### src/rtl/ee2w_pkg.sv
package ee2w_pkg;

   typedef enum logic [2:0] {
      ST_IDLE,
      ST_RX,
      ST_ACK,
      ST_TX,
      ST_MACK
   } ee2w_state_e;

   typedef enum logic [1:0] {
      K_DEV,
      K_AHI,
      K_ALO,
      K_DATA
   } ee2w_kind_e;

   localparam logic [3:0] DEV_TYPE = 4'b1010;
   localparam int         BYTE_W   = 8;

endpackage

### src/rtl/ee2w_deglitch.sv
module ee2w_deglitch #(
   parameter int FILT_LEN = 3
) (
   input  logic clk,
   input  logic rst_n,
   input  logic din,
   output logic dout
);
   localparam int CW = (FILT_LEN < 2) ? 1 : $clog2(FILT_LEN);

   logic [1:0] sync_q;
   logic       out_q;

   generate
      if (FILT_LEN < 1) begin : g_bad_len
         $error("ee2w_deglitch: FILT_LEN must be at least 1");
      end
   endgenerate

   always_ff @(posedge clk or negedge rst_n) begin
      if (!rst_n) sync_q <= 2'b11;
      else        sync_q <= {sync_q[0], din};
   end

   generate
      if (FILT_LEN < 2) begin : g_pass
         always_ff @(posedge clk or negedge rst_n) begin
            if (!rst_n) out_q <= 1'b1;
            else        out_q <= sync_q[1];
         end
      end else begin : g_count
         logic [CW-1:0] cnt_q;
         always_ff @(posedge clk or negedge rst_n) begin
            if (!rst_n) begin
               cnt_q <= '0;
               out_q <= 1'b1;
            end else if (sync_q[1] != out_q) begin
               if (cnt_q == CW'(FILT_LEN - 1)) begin
                  out_q <= sync_q[1];
                  cnt_q <= '0;
               end else begin
                  cnt_q <= cnt_q + 1'b1;
               end
            end else begin
               cnt_q <= '0;
            end
         end
      end
   endgenerate

   assign dout = out_q;

   // the filtered level only ever moves to the synchronised input level
   assert_flip_follows_R10: assert property (@(posedge clk) disable iff (!rst_n)
      !$stable(out_q) |-> ($past(sync_q[1]) == out_q));

endmodule

### src/rtl/ee2w_busev.sv
module ee2w_busev (
   input  logic clk,
   input  logic rst_n,
   input  logic scl,
   input  logic sda,
   output logic scl_rise,
   output logic scl_fall,
   output logic bus_start,
   output logic bus_stop
);
   logic scl_q, sda_q;

   always_ff @(posedge clk or negedge rst_n) begin
      if (!rst_n) begin
         scl_q <= 1'b1;
         sda_q <= 1'b1;
      end else begin
         scl_q <= scl;
         sda_q <= sda;
      end
   end

   assign scl_rise  =  scl & ~scl_q;
   assign scl_fall  = ~scl &  scl_q;
   assign bus_start =  scl &  scl_q &  sda_q & ~sda;
   assign bus_stop  =  scl &  scl_q & ~sda_q &  sda;

endmodule

### src/rtl/ee2w_slave.sv
module ee2w_slave
   import ee2w_pkg::*;
#(
   parameter int ADDR_W   = 12,
   parameter int PAGE_W   = 5,
   parameter int FILT_LEN = 3
) (
   input  logic              clk,
   input  logic              rst_n,
   input  logic              scl_i,
   input  logic              sda_i,
   output logic              sda_oe,
   input  logic [2:0]        dev_sel,
   input  logic              wr_busy,
   output logic [ADDR_W-1:0] mem_addr,
   output logic [7:0]        mem_wdata,
   output logic              mem_we,
   input  logic [7:0]        mem_rdata
);
   localparam int WORD_ADDR_W = 2 * BYTE_W;
   localparam int NLINES      = 2;

   generate
      if (ADDR_W > WORD_ADDR_W || ADDR_W <= PAGE_W) begin : g_bad_addr
         $error("ee2w_slave: need PAGE_W < ADDR_W <= 16");
      end
   endgenerate

   // line 0 = SCL, line 1 = SDA
   logic [NLINES-1:0] raw_l, flt_l;
   assign raw_l = {sda_i, scl_i};

   generate
      for (genvar g = 0; g < NLINES; g++) begin : g_line
         ee2w_deglitch #(.FILT_LEN(FILT_LEN)) u_flt (
            .clk  (clk),
            .rst_n(rst_n),
            .din  (raw_l[g]),
            .dout (flt_l[g])
         );
      end
   endgenerate

   logic scl_f, sda_f;
   assign scl_f = flt_l[0];
   assign sda_f = flt_l[1];

   logic ev_rise, ev_fall, ev_start, ev_stop;

   ee2w_busev u_ev (
      .clk      (clk),
      .rst_n    (rst_n),
      .scl      (scl_f),
      .sda      (sda_f),
      .scl_rise (ev_rise),
      .scl_fall (ev_fall),
      .bus_start(ev_start),
      .bus_stop (ev_stop)
   );

   ee2w_state_e       state_q;
   ee2w_kind_e        kind_q;
   logic [3:0]        cnt_q;
   logic [7:0]        shr_q;
   logic [7:0]        hi_q;
   logic [7:0]        wdat_q;
   logic [ADDR_W-1:0] ptr_q;
   logic              rw_q, oe_q, we_q, mack_q;

   function automatic logic [ADDR_W-1:0] page_inc(input logic [ADDR_W-1:0] a);
      logic [ADDR_W-1:0] r;
      r = a;
      r[PAGE_W-1:0] = a[PAGE_W-1:0] + 1'b1;
      return r;
   endfunction

   logic dev_hit;
   assign dev_hit = (shr_q[7:4] == DEV_TYPE) && (shr_q[3:1] == dev_sel) && !wr_busy;

   always_ff @(posedge clk or negedge rst_n) begin
      if (!rst_n) begin
         state_q <= ST_IDLE;
         kind_q  <= K_DEV;
         cnt_q   <= '0;
         shr_q   <= '0;
         hi_q    <= '0;
         wdat_q  <= '0;
         ptr_q   <= '0;
         rw_q    <= 1'b0;
         oe_q    <= 1'b0;
         we_q    <= 1'b0;
         mack_q  <= 1'b0;
      end else begin
         we_q <= 1'b0;
         if (ev_start) begin
            state_q <= ST_RX;
            kind_q  <= K_DEV;
            cnt_q   <= '0;
            oe_q    <= 1'b0;
         end else if (ev_stop) begin
            state_q <= ST_IDLE;
            oe_q    <= 1'b0;
         end else begin
            case (state_q)
               ST_RX: begin
                  if (ev_rise && cnt_q < 4'd8) begin
                     shr_q <= {shr_q[6:0], sda_f};
                     cnt_q <= cnt_q + 1'b1;
                  end else if (ev_fall && cnt_q == 4'd8) begin
                     case (kind_q)
                        K_DEV: begin
                           if (dev_hit) begin
                              rw_q    <= shr_q[0];
                              oe_q    <= 1'b1;
                              state_q <= ST_ACK;
                           end else begin
                              state_q <= ST_IDLE;
                           end
                        end
                        K_AHI: begin
                           hi_q    <= shr_q;
                           oe_q    <= 1'b1;
                           state_q <= ST_ACK;
                        end
                        K_ALO: begin
                           ptr_q   <= ADDR_W'({hi_q, shr_q});
                           oe_q    <= 1'b1;
                           state_q <= ST_ACK;
                        end
                        default: begin
                           we_q    <= 1'b1;
                           wdat_q  <= shr_q;
                           oe_q    <= 1'b1;
                           state_q <= ST_ACK;
                        end
                     endcase
                  end
               end
               ST_ACK: begin
                  if (ev_fall) begin
                     oe_q  <= 1'b0;
                     cnt_q <= '0;
                     case (kind_q)
                        K_DEV: begin
                           if (rw_q) begin
                              state_q <= ST_TX;
                              shr_q   <= mem_rdata;
                              oe_q    <= ~mem_rdata[7];
                           end else begin
                              kind_q  <= K_AHI;
                              state_q <= ST_RX;
                           end
                        end
                        K_AHI: begin
                           kind_q  <= K_ALO;
                           state_q <= ST_RX;
                        end
                        K_ALO: begin
                           kind_q  <= K_DATA;
                           state_q <= ST_RX;
                        end
                        default: begin
                           ptr_q   <= page_inc(ptr_q);
                           state_q <= ST_RX;
                        end
                     endcase
                  end
               end
               ST_TX: begin
                  if (ev_rise) begin
                     cnt_q <= cnt_q + 1'b1;
                  end else if (ev_fall) begin
                     if (cnt_q == 4'd8) begin
                        oe_q    <= 1'b0;
                        ptr_q   <= ptr_q + 1'b1;
                        state_q <= ST_MACK;
                     end else begin
                        shr_q <= {shr_q[6:0], 1'b0};
                        oe_q  <= ~shr_q[6];
                     end
                  end
               end
               ST_MACK: begin
                  if (ev_rise) begin
                     mack_q <= ~sda_f;
                  end else if (ev_fall) begin
                     if (mack_q) begin
                        shr_q   <= mem_rdata;
                        oe_q    <= ~mem_rdata[7];
                        cnt_q   <= '0;
                        state_q <= ST_TX;
                     end else begin
                        state_q <= ST_IDLE;
                     end
                  end
               end
               default: ;
            endcase
         end
      end
   end

   assign sda_oe    = oe_q;
   assign mem_addr  = ptr_q;
   assign mem_wdata = wdat_q;
   assign mem_we    = we_q;

   // drive changes happen in the SCL low phase unless a START/STOP released the line
   assert_sda_low_phase_R12: assert property (@(posedge clk) disable iff (!rst_n)
      (!$stable(oe_q) && !$past(ev_start) && !$past(ev_stop)) |-> !scl_f);

   // an acknowledged device select never coincides with a busy storage controller
   assert_busy_nack_R8: assert property (@(posedge clk) disable iff (!rst_n)
      (state_q == ST_ACK && kind_q == K_DEV && $past(state_q) == ST_RX) |-> !$past(wr_busy));

   // the store strobe lasts a single clock
   assert_we_pulse_R3: assert property (@(posedge clk) disable iff (!rst_n)
      mem_we |=> !mem_we);

   // pointer moves after a stored byte keep the page bits
   assert_page_hold_R4: assert property (@(posedge clk) disable iff (!rst_n)
      ($past(state_q) == ST_ACK && $past(kind_q) == K_DATA && state_q == ST_RX)
         |-> (ptr_q[ADDR_W-1:PAGE_W] == $past(ptr_q[ADDR_W-1:PAGE_W])));

   // a STOP leaves the line released and the engine idle
   assert_stop_release_R13: assert property (@(posedge clk) disable iff (!rst_n)
      ev_stop |=> (!sda_oe && state_q == ST_IDLE));

   // the master acknowledge slot is never driven by the engine
   assert_mack_free_R7: assert property (@(posedge clk) disable iff (!rst_n)
      (state_q == ST_MACK) |-> !sda_oe);

endmodule

### config.mk
export PLATFORM = sky130hd
export DESIGN_NAME = ee2w_slave
export DESIGN_NICKNAME = d
export VERILOG_FILES = /design/src/rtl/ee2w_pkg.sv /design/src/rtl/ee2w_deglitch.sv /design/src/rtl/ee2w_busev.sv /design/src/rtl/ee2w_slave.sv
export SDC_FILE = /design/constraint.sdc
export NUM_CORES = 1
export LEC_CHECK = 0
export BUFFER_PORTS_ARGS = -buffer_cell sky130_fd_sc_hd__buf_2
export CAP_MARGIN = 0
export CORE_MARGIN = 5
export CORE_UTILIZATION = 25
export CTS_CLUSTER_SIZE = 24
export DETAILED_ROUTE_END_ITERATION = 12
export PLACE_DENSITY = 0.44
export SYNTH_ARGS = -nofsm -noshare
export SYNTH_HDL_FRONTEND = slang
export SYNTH_SLANG_ARGS = --single-unit
### constraint.sdc
create_clock -name clk -period 2 [get_ports clk]
set_input_delay 0.1 -clock clk [delete_from_list [all_inputs] [get_ports clk]]
set_output_delay 0.1 -clock clk [all_outputs]
set_load 0.02 [all_outputs]
==> metrics.md, run 1 <==
| Metric | Value |
|---|---|
| Status | finished clean |
| Synth top area cells | dfrtp_1 38%, dfstp_2 6.6%, mux2_2 5.6% |
| Asr flop ratio synth | between 90% and 100% |
| Initial antenna violation count | 0 |
| Number of synthesized flops with an enable pin | 0 |
| Critical Path Source Type | flop |
| Delay of the slowest cell on the worst path | just under 0.4 ns |
| Initial DRC count | around 120 |
| Core area | 0.0126 mm2 |
| First-pass GRT wire length | about 14000 um |
| Unrepaired setup endpoints after global routing | true |
| Yosys cell types | 63 |
| I/O Buffers | 37 |
| Fill cell count | about 1300 |
| Slew headroom | between 60% and 70% |
| Post-route cell area | between 0.004 and 0.005 mm2 |
| Peak Freq | 0.527 GHz |
| Leakage | slightly below 2 nW |
| Clk slew on worst S/H paths | 0.05 ns |
| Final setup fails | 0 |
| # Max-Cap Violations | 0 |
| All-Layer GR Usage | 12.3% |
| Grt ovf | 0 |
| Vias | about 2700 |
| Clock skew | 0.00762 ns |
| Layout cell share with drive strength beyond 1 | roughly a third |
| Area delta synth->final | 32.0% |
| Horiz. Die Dim | 123 um |
| Cell taking the most area after synthesis | dfrtp_1 |
| Clock buffer depth | 2 |
| Starting density of the core | between 20 and 30% |
| Vias in the first global route | ~2800 |
| Least-Margin Pin Slew | between 0.4 and 0.5 ns |
| Layout Nets | about 420 |
| CTS Buf Count | 9 |
| Crit path kind | flop to flop |
| Synth Cell Area | 0.00319 mm2 |
| Fin crit period | ~1.9 ns |
| Final GP Congestion | roughly 0.80 |
| Post-route ant nets | 0 |
| Largest net degree at the start of global routing | 27 |
| CP endpoint kind | flop |
| Detail-routed via count per cell | ~4.7 |
| Ys Warns | 0 |
| Drt pass-1 iters | 4 |
| Top_reg_cell synth | dfrtp_1 |
| Fin. max-slew vios | 0 |
| VDD IR-drop max | approximately 0.55 mV |
| Final hold vios | 0 |
| DR DRC count | 0 |
| Placed inst area | 0.00381 mm2 |
| Period Utilization, post-route | 94.8% |
| Critical Path RT | 2.26 ns |
| Post-Synthesis Cells | between 300 and 400 |
| Fin worst setup slack | about 0.10 ns |
| Crit path cell chain | inv_2 -> ha_1 -> and3b_1 -> nand2_1 -> a211o_1 -> buf_4 -> o31a_1 -> a21oi_2 |
| CTS tree | yes |
| Crit-path slowest cell | dfrtp_1 |
| DP HPWL | about 6400 um |
| Place WS | slightly above 0.02 ns |
| Crit path DAT | about 2.2 ns |
| Height of the die | approximately 120 um |
| Antenna Cells | 0 |
| Total Wirelength | ~8700 um |
| Top Ports | 38 |
| WL per Instance | roughly 15 um |
| Pwr dens | approximately 1100 mW/mm2 |
| FF+latch count, synth | 57 |
| CTS Sinks | 57 |
| CP Max Fanout | 5 |
| Synthesized area per cell | between 9 and 10 um2 |
| Rows | 41 |
| Hold crit path type | input port to flop |
| Clk_lat worst skew | between 0.3 and 0.4 ns |
| Post-synth top area share | between 30% and 40% |
| Root Driver | clkbuf_16 |
| Syn nets | between 300 and 400 |
| Seq/Total Area, Yosys | a little under half |
| Die footprint | around 0.015 mm2 |
| CTS H-tree lvls | 3 |
per-layer routing:
| layer | GRT usage [%] | share of wire (%) | up-vias |
|---|---|---|---|
| li1 | - | - | 1341 |
| met1 | 17.2 | 50 | 1328 |
| met2 | 18.8 | 45 | 37 |
| met3 | 2.70 | 3.3 | 6 |
| met4 | 4.20 | 1.2 | 0 |
| met5 | 0 | 0 | - |
synthesized netlist by cell type (4+ instances only):
| cell type | instances |
|---|---|
| dfstp_2 | 8 |
| and3_1 | 4 |
| ha_1 | 7 |
| a21oi_1 | 13 |
| mux2i_1 | 12 |
| buf_2 | 7 |
| xnor2_1 | 6 |
| clkbuf_1 | 5 |
| a31oi_1 | 6 |
| mux2_2 | 16 |
| nor2b_1 | 4 |
| inv_1 | 11 |
| nand3_1 | 9 |
| nand3b_1 | 5 |
| nor2_1 | 19 |
| nand2_1 | 29 |
| dfrtp_1 | 49 |
| o21ai_0 | 28 |
| a21o_1 | 4 |
| nor3_1 | 12 |
critical path: cells and delay by family, from the launching register on:
family | cells | cell delay (ns)
buf+inv | 2 | 0.23
simple gates | 2 | 0.28
compound gates | 3 | 0.77
flops | 1 | 0.39
fa+ha+maj | 1 | 0.16
cells in the final DEF, fill, tap and decap left out, types with 4 or more instances in the layout:
master / netlist / routed
a21oi_1: 13 / 12
mux2_2: 16 / 16
nand3_1: 9 / 9
o21ai_0: 28 / 22
nand2_1: 29 / 29
xnor2_1: 6 / 6
ha_1: 7 / 7
o21ai_1: 0 / 6
clkbuf_16: 0 / 9
nand3b_1: 5 / 5
nor2_1: 19 / 18
buf_4: 2 / 39
dfrtp_1: 49 / 47
and3_1: 4 / 4
a21o_1: 4 / 4
a31oi_1: 6 / 6
nor3_1: 12 / 11
dfstp_2: 8 / 8
buf_2: 7 / 38
inv_1: 11 / 10
mux2i_1: 12 / 12
flip-flops by register name (all words and copies together) (netlist names), 2 cells and up:
name                        count
cnt_q                           4
g_line.u_flt.dout               2
g_line.u_flt.g_count.cnt_q      4
g_line.u_flt.sync_q             4
hi_q                            4
kind_q                          2
mem_addr                       12
mem_wdata                       8
shr_q                           8
state_q                         3
stage by stage:
stage               hold slack, ns  cells  total power [W]  TNS (ns)  utilization (%)
floorplan                   -0.196    320          0.00254         0                -
global placement            0.0862    550          0.00313         0             30.3
detailed placement          0.0931    550          0.00314         0             30.3
CTS                         0.0588    569          0.00473         0             32.9
global route                0.0765    575          0.00506   -0.0415             33.5
finish                      0.0672    575          0.00475         0             33.5
report_power, final:
group / internal (W) / switching (W) / leakage [nW] / total, W
sequential: 0.00140 / 0.000305 / 0.716 / 0.00171
combinational: 0.000701 / 0.000788 / 1.08 / 0.00149
clock: 0.00103 / 0.000523 / 0.150 / 0.00155
area by class of cell:
class	instances	area, um2	share of cell area (%)
clock buffers	13	260	6.18
clock inverters	3	40.0	0.951
inverters	11	41.3	0.981
multi-input cells	236	1650	39.2
flip-flops and latches	57	1440	34.2
well taps	172	215	5.11
repair buffers	83	564	13.4
timing repair:
item / in CTS / in global routing
hold buffers: 3 / 0
hold endpoints to repair: 19 / 0
setup endpoints to repair: 0 / 27
resized for setup: 0 / 16
buffers inserted: 0 / 5
kinds of logic (layout without fill, tap and decap cells):
kind of cell,Yosys count,after routing,synth area share (%)
compound gates,91,91,19.7
fa+ha+maj,7,7,2.75
mux,28,28,9.42
simple gates,102,102,16.8
flops,57,57,45.0
buf+inv,27,110,3.92
xor+xnor,8,8,2.43
worst paths after layout:
path,from,endpoint,slack (ns),cells after the start
min in group asynchronous,rst_n,mem_wdata[4],0.26,2
min reg2reg,g_line[0].u_flt.sync_q[0],g_line[0].u_flt.sync_q[1],0.35,0
max,cnt_q[0],mem_addr[4],0.10,8
max reg2reg,cnt_q[0],mem_addr[4],0.10,8
min,mem_rdata[1],shr_q[1],0.07,3
max in group asynchronous,rst_n,g_line[0].u_flt.dout,1.09,3
Note: power is estimated with default switching activity, not from simulation.
==> run 2, diff against run 1 <==
Settings changed: GPL_TIMING_DRIVEN set to 0.
==> run 2 against run 1 <==
Fmax shrank 2.3%. Die area unchanged. Final area rose by 1.6%. Sequential power barely moved. Worst hold slack lost 0.0088 ns. Critical path depth down 1. Via count up 2.6%. Combinational power up 11%. Sequential share of layout area shrank 0.54 points. Clock power barely moved. Largest power group unchanged. Critical path type unchanged.
==> metrics.md, run 2 (synthesized netlist as in run 1, its figures left out) <==
| Metric | Value |
|---|---|
| CP Max Fanout | 7 (was 5) |
| Delay of the slowest cell on the worst path | 0.38 ns (was 0.39 ns) |
| Peak Freq | 0.515 GHz (was 0.527 GHz) |
| First-pass GRT wire length | 14900 um (was 14400 um) |
| Core area | 0.0126 mm2 (unchanged) |
| Crit path kind | flop to flop (unchanged) |
| Max reg flops | 12 (unchanged) |
| Unrepaired setup endpoints after global routing | true (unchanged) |
| Top Ports | 38 (unchanged) |
| Vias in the first global route | 2778 (was 2763) |
| Horiz. Die Dim | 123 um (unchanged) |
| All-Layer GR Usage | 12.7% (was 12.3%) |
| Root Driver | clkbuf_16 (unchanged) |
| Critical Path Source Type | flop (unchanged) |
| Fin crit period | 1.94 ns (was 1.90 ns) |
| Combinational Power Share | 33.8% (was 31.4%) |
| Critical Path RT | 2.21 ns (was 2.26 ns) |
| DR DRC count | 0 (unchanged) |
| CTS Sinks | 57 (unchanged) |
| Largest net degree at the start of global routing | 58 (was 27) |
| Drt pass-1 iters | 4 (unchanged) |
| Hold crit path type | input port to flop (unchanged) |
| Post-route cell area | 0.00428 mm2 (was 0.00421 mm2) |
| Rows | 41 (unchanged) |
| Internal Power | 0.00311 W (was 0.00313 W) |
| Starting density of the core | 25.4% (unchanged) |
| Initial DRC count | 147 (was 124) |
| Clk slew on worst S/H paths | 0.06 ns (was 0.05 ns) |
| VDD IR-drop max | 0.441 mV (was 0.551 mV) |
| Final GP Congestion | 0.830 (was 0.800) |
| Fin. max-slew vios | 0 (unchanged) |
| CTS tree | yes (unchanged) |
| Layout Nets | 415 (was 421) |
| Pwr dens | 1140 mW/mm2 (was 1130 mW/mm2) |
| Clk_lat worst skew | 0.33 ns (about the same) |
| Switching share of power | 36.2% (was 34.0%) |
| NetSw | 0.00176 W (was 0.00162 W) |
| Commonest non-fill, non-tap cell in the layout | dfrtp_1 (unchanged) |
| Placed insts | 529 (was 550) |
| Grt ovf | 0 (unchanged) |
| Die footprint | 0.0151 mm2 (unchanged) |
| Crit path cell chain | inv_1 -> ha_1 -> and3b_2 -> nand2_2 -> a211o_4 -> nor2_4 -> mux2_2 (was inv_2 -> ha_1 -> and3b_1 -> nand2_1 -> a211o_1 -> buf_4 -> o31a_1 -> a21oi_2) |
| Most frequent cells in the layout | 47 x dfrtp_1, 41 x buf_2, 27 x nand2_1 (was 47 x dfrtp_1, 39 x buf_4, 38 x buf_2) |
| WL per Instance | 16.2 um (was 15.1 um) |
| Total Wirelength | 9190 um (was 8700 um) |
| Status | finished clean (unchanged) |
| CTS H-tree lvls | 3 (unchanged) |
| Core Util, Final | 34.0% (was 33.5%) |
| Post-route ant nets | 0 (unchanged) |
| Least-Margin Pin Slew | 0.742 ns (was 0.472 ns) |
| Crit path DAT | 2.16 ns (was 2.15 ns) |
| Leakage | 1.91 nW (was 1.95 nW) |
| Clock skew | 0.00720 ns (was 0.00762 ns) |
| Height of the die | 123 um (unchanged) |
| Clock buffer depth | 2 (unchanged) |
| Fin cells | 569 (was 575) |
| Detail-routed via count per cell | 4.89 (was 4.72) |
| Final hold slack | 0.0584 ns (was 0.0672 ns) |
| Vias | 2782 (was 2712) |
| Seq pwr share | 34.4% (was 36.0%) |
| Placed inst area | 0.00359 mm2 (was 0.00381 mm2) |
| Layout cell share with drive strength beyond 1 | 36.3% (was 34.2%) |
| Post-route setup TNS | 0 ns (unchanged) |
| Antenna Cells | 0 (unchanged) |
| Final setup fails | 0 (unchanged) |
| Area delta synth->final | 34.1% (was 32.0%) |
| I/O Buffers | 37 (unchanged) |
| Crit-path slowest cell | a211o_4 (was dfrtp_1) |
| CP endpoint kind | flop (unchanged) |
| Slew headroom | 50.6% (was 68.5%) |
| Clock power frac | 31.7% (was 32.6%) |
| Initial antenna violation count | 0 (unchanged) |
| # Max-Cap Violations | 0 (unchanged) |
| DP HPWL | 6210 um (was 6430 um) |
| Final hold vios | 0 (unchanged) |
| CTS Buf Count | 9 (unchanged) |
| Period Utilization, post-route | 97.0% (was 94.8%) |
run 2: cell type report:
cell class                      count  area (um2)
Sequential cell                    57        1440
Buffer                             14         100
Tap cell                          172         215
Inverter                           11        41.3
Clock inverter                      6        67.6
Fill cell                        1265        8290
Timing Repair Buffer               62         383
Multi-Input combinational cell    237        1800
Clock buffer                       10         229
run 2: repair_timing:
item | in CTS | in global routing
gates resized for setup | 22 | 26
hold buffers | 2 | 1
pin swaps | 3 | 9
setup endpoints to repair | 31 | 32
gates cloned | 0 | 1
setup buffers | 10 | 12
endpoints found under the hold margin | 2 | 49
run 2: worst paths after layout:
kind                                      startpoint                         to  slack [ns]  cells after the start
max in group asynchronous                      rst_n                 state_q[2]        1.08                      2
max                                         cnt_q[0]                mem_addr[1]        0.06                      7
min                                     mem_rdata[3]                   shr_q[3]        0.06                      3
min reg2reg                g_line[0].u_flt.sync_q[0]  g_line[0].u_flt.sync_q[1]        0.36                      0
min in group asynchronous                      rst_n               mem_wdata[5]        0.38                      2
max reg2reg                                 cnt_q[0]                mem_addr[1]        0.06                      7
run 2: worst max-delay path: cells and delay by family, from the launching register on:
kind                     cells  cell delay, ns
AO/OA/AOI/OAI                1            0.38
adder cells (fa/ha/maj)      1            0.17
buffers and inverters        1            0.09
flip-flops                   1            0.37
multiplexers                 1            0.34
AND/OR/NAND/NOR              3            0.47
run 2: routing by layer:
layer / track usage, % / wire [um] / part of all wire (%) / vias up
met2: 19.7 / 4330 / 47 / 65
met1: 17.4 / 4420 / 48 / 1380
li1: - / - / - / 1329
met5: 0 / 0 / 0 / -
met3: 3.11 / 341 / 3.7 / 8
met4: 4.27 / 102 / 1.1 / 0
run 2: through the flow:
step | power, W | worst slack [ns]
floorplan | 0.00254 | 0.0294
global placement | 0.00294 | -0.315
detailed placement | 0.00296 | -0.252
CTS | 0.00471 | 0.0117
global route | 0.00518 | -0.00823
finish | 0.00486 | 0.0592
run 2: power by group through the flow:
| stage | registers [W] | clock network [W] | logic, W |
|---|---|---|---|
| floorplan | 0.00165 | 0 | 0.000891 |
| global placement | 0.00166 | 0 | 0.00128 |
| detailed placement | 0.00167 | 0 | 0.00129 |
| CTS | 0.00167 | 0.00159 | 0.00145 |
| global route | 0.00172 | 0.00165 | 0.00182 |
| finish | 0.00168 | 0.00154 | 0.00165 |
==> run 3, diff against run 2 <==
Settings changed: CELL_PAD_IN_SITES_DETAIL_PLACEMENT set to 1, CELL_PAD_IN_SITES_GLOBAL_PLACEMENT set to 1, CORE_UTILIZATION 25 to 41, PLACE_DENSITY 0.44 to 0.78.
==> run 3 against run 2 <==
Global-route usage grew 6.7 points. Count of clock-buffer cells in the layout grew 2. Worst setup slack lost 0.057 ns. Fmax shrank 2.8%. Wire length shrank 1.2%. Critical path depth is the same. Sequential share of layout area grew 1.8 points. Core utilization grew 19 points. Largest cell class unchanged. Largest power group unchanged. Highest routed layer unchanged.
==> metrics.md, run 3 (synthesized netlist as in run 1, its figures left out) <==
| Metric | Value |
|---|---|
| Rows | 32 (was 41) |
| Initial DRC count | 152 (was 147) |
| WL per Instance | 18.5 um (was 16.2 um) |
| Final hold vios | 0 (unchanged) |
| DP HPWL | 6190 um (was 6210 um) |
| Final hold slack | 0.0597 ns (was 0.0584 ns) |
| VDD IR-drop max | 0.623 mV (was 0.441 mV) |
| Peak Freq | 0.501 GHz (was 0.515 GHz) |
| Unrepaired setup endpoints after global routing | true (unchanged) |
| CTS Sinks | 57 (unchanged) |
| Clk slew on worst S/H paths | 0.07 ns (was 0.06 ns) |
| Hold crit path type | input port to flop (unchanged) |
| Vias | 2817 (was 2782) |
| Fin worst setup slack | 0.00265 ns (was 0.0592 ns) |
| Fin. max-slew vios | 0 (unchanged) |
| Layout Nets | 407 (was 415) |
| # Max-Cap Violations | 0 (unchanged) |
| Initial antenna violation count | 0 (unchanged) |
| Fill cell count | 865 (was 1265) |
| Layout cell share with drive strength beyond 1 | 36.0% (was 36.3%) |
| CTS H-tree lvls | 3 (unchanged) |
| I/O Buffers | 37 (unchanged) |
| CP endpoint kind | flop (unchanged) |
| Pwr dens | 1090 mW/mm2 (was 1140 mW/mm2) |
| Commonest non-fill, non-tap cell in the layout | dfrtp_1 (unchanged) |
| Core area | 0.00765 mm2 (was 0.0126 mm2) |
| Grt ovf | 0 (unchanged) |
| Vias in the first global route | 3046 (was 2778) |
| Detail-routed via count per cell | 5.74 (was 4.89) |
| Place WS | -0.276 ns (was -0.252 ns) |
| Crit-path slowest cell | or4_1 (was a211o_4) |
| Placed insts | 459 (was 529) |
| CP Max Fanout | 6 (was 7) |
| Most frequent cells in the layout | 48 x dfrtp_1, 40 x buf_2, 27 x nand2_1 (was 47 x dfrtp_1, 41 x buf_2, 27 x nand2_1) |
| Root Driver | clkbuf_8 (was clkbuf_16) |
| Delay of the slowest cell on the worst path | 0.48 ns (was 0.38 ns) |
| Crit path DAT | 2.26 ns (was 2.16 ns) |
| Total Wirelength | 9080 um (was 9190 um) |
| Die footprint | 0.00964 mm2 (was 0.0151 mm2) |
| Crit path cell chain | inv_2 -> ha_4 -> and3b_2 -> nand2_2 -> a211o_4 -> or4_1 -> nand3_1 (was inv_1 -> ha_1 -> and3b_2 -> nand2_2 -> a211o_4 -> nor2_4 -> mux2_2) |
| R2R setup slack | 0.003 ns (was 0.06 ns) |
| Final GP Congestion | 0.904 (was 0.830) |
| Leakage | 1.84 nW (was 1.91 nW) |
| Fin cells | 491 (was 569) |
| CTS tree | yes (unchanged) |
| Drt pass-1 iters | 4 (unchanged) |
| Area delta synth->final | 27.1% (was 34.1%) |
| Fin crit period | 2.00 ns (was 1.94 ns) |
| Critical Path Source Type | flop (unchanged) |
| Max reg flops | 12 (unchanged) |
| Antenna Cells | 0 (unchanged) |
| Status | finished clean (unchanged) |
| Critical Path RT | 2.27 ns (was 2.21 ns) |
| Period Utilization, post-route | 99.9% (was 97.0%) |
| Height of the die | 98.2 um (was 123 um) |
| CTS Buf Count | 9 (unchanged) |
| Horiz. Die Dim | 98.2 um (was 123 um) |
| Top Ports | 38 (unchanged) |
| Slew headroom | 51.4% (was 50.6%) |
| Crit path kind | flop to flop (unchanged) |
| All-Layer GR Usage | 19.4% (was 12.7%) |
| Final setup fails | 0 (unchanged) |
| Clock buffer depth | 2 (unchanged) |
| Clk_lat worst skew | 0.34 ns (was 0.33 ns) |
| Final total power | 0.00442 W (was 0.00486 W) |
| Starting density of the core | 41.7% (was 25.4%) |
| Post-route ant nets | 0 (unchanged) |
| DR DRC count | 0 (unchanged) |
| Least-Margin Pin Slew | 0.728 ns (was 0.742 ns) |
| Clock skew | 0.0130 ns (was 0.00720 ns) |
| Largest net degree at the start of global routing | 58 (unchanged) |
| First-pass GRT wire length | 15000 um (was 14900 um) |
-- run 3: changes by cell type in the layout (fill, tap and decap cells not counted), sizes merged --
cell | before | now
buf | 70 | 63
clkinvlp | 2 | 1
clkbuf | 13 | 15
inv | 12 | 11
o2111ai | 4 | 3
-- run 3: per-layer routing --
layer / share of wire [%] / global-route usage [%]
met1: 45 / 25.5
met2: 48 / 31.7
met3: 5.1 / 3.93
met4: 1.5 / 7.14
met5: 0 / 0
-- run 3: final timing paths --
check	from	endpoint	depth (start not counted)
worst min-delay path	mem_rdata[5]	shr_q[5]	3
worst min register to register	g_line[0].u_flt.sync_q[0]	g_line[0].u_flt.sync_q[1]	0
worst max register to register	cnt_q[1]	mem_addr[0]	7
min in group asynchronous	rst_n	mem_wdata[4]	2
worst max-delay path	cnt_q[1]	mem_addr[0]	7
max in group asynchronous	rst_n	state_q[2]	2
-- run 3: power by group --
part           switching [W]  internal, W
combinational       0.000914     0.000693
sequential          0.000284      0.00140
clock               0.000483     0.000644
total                0.00168      0.00274
-- run 3: stage by stage --
step                util (%)  setup TNS [ns]  instance area [um2]
floorplan                  -               0                 3190
global placement        45.8           -2.99                 3500
detailed placement      45.8           -4.53                 3500
CTS                     50.7         -0.0122                 3880
global route            53.0          -0.197                 4050
finish                  53.0               0                 4050
-- run 3: area by class of cell --
type	count	area, um2	area share [%]
multi-input combinational	236	1800	44.4
sequential	57	1440	35.5
timing repair buffer	54	323	7.96
clock buffer	12	155	3.83
tap	102	128	3.15
buffer	15	118	2.90
clock inverter	4	51.3	1.27
inverter	11	41.3	1.02
-- run 3: timing repair --
action                     4_1_cts  5_1_grt
setup endpoints to repair       35       30
hold endpoints to repair         2       49
pin swaps                        3        9
resized for setup               22       34
setup buffers                    6        8
hold buffers                     2        1
-- run 3: worst max-delay path: cells and delay by family, from the launching register on --
family | cells | cell delay (ns)
DFF | 1 | 0.40
and+or+nand+nor | 4 | 0.92
adders and majority gates | 1 | 0.13
AOI/OAI and AO/OA | 1 | 0.39
buffers and inverters | 1 | 0.09
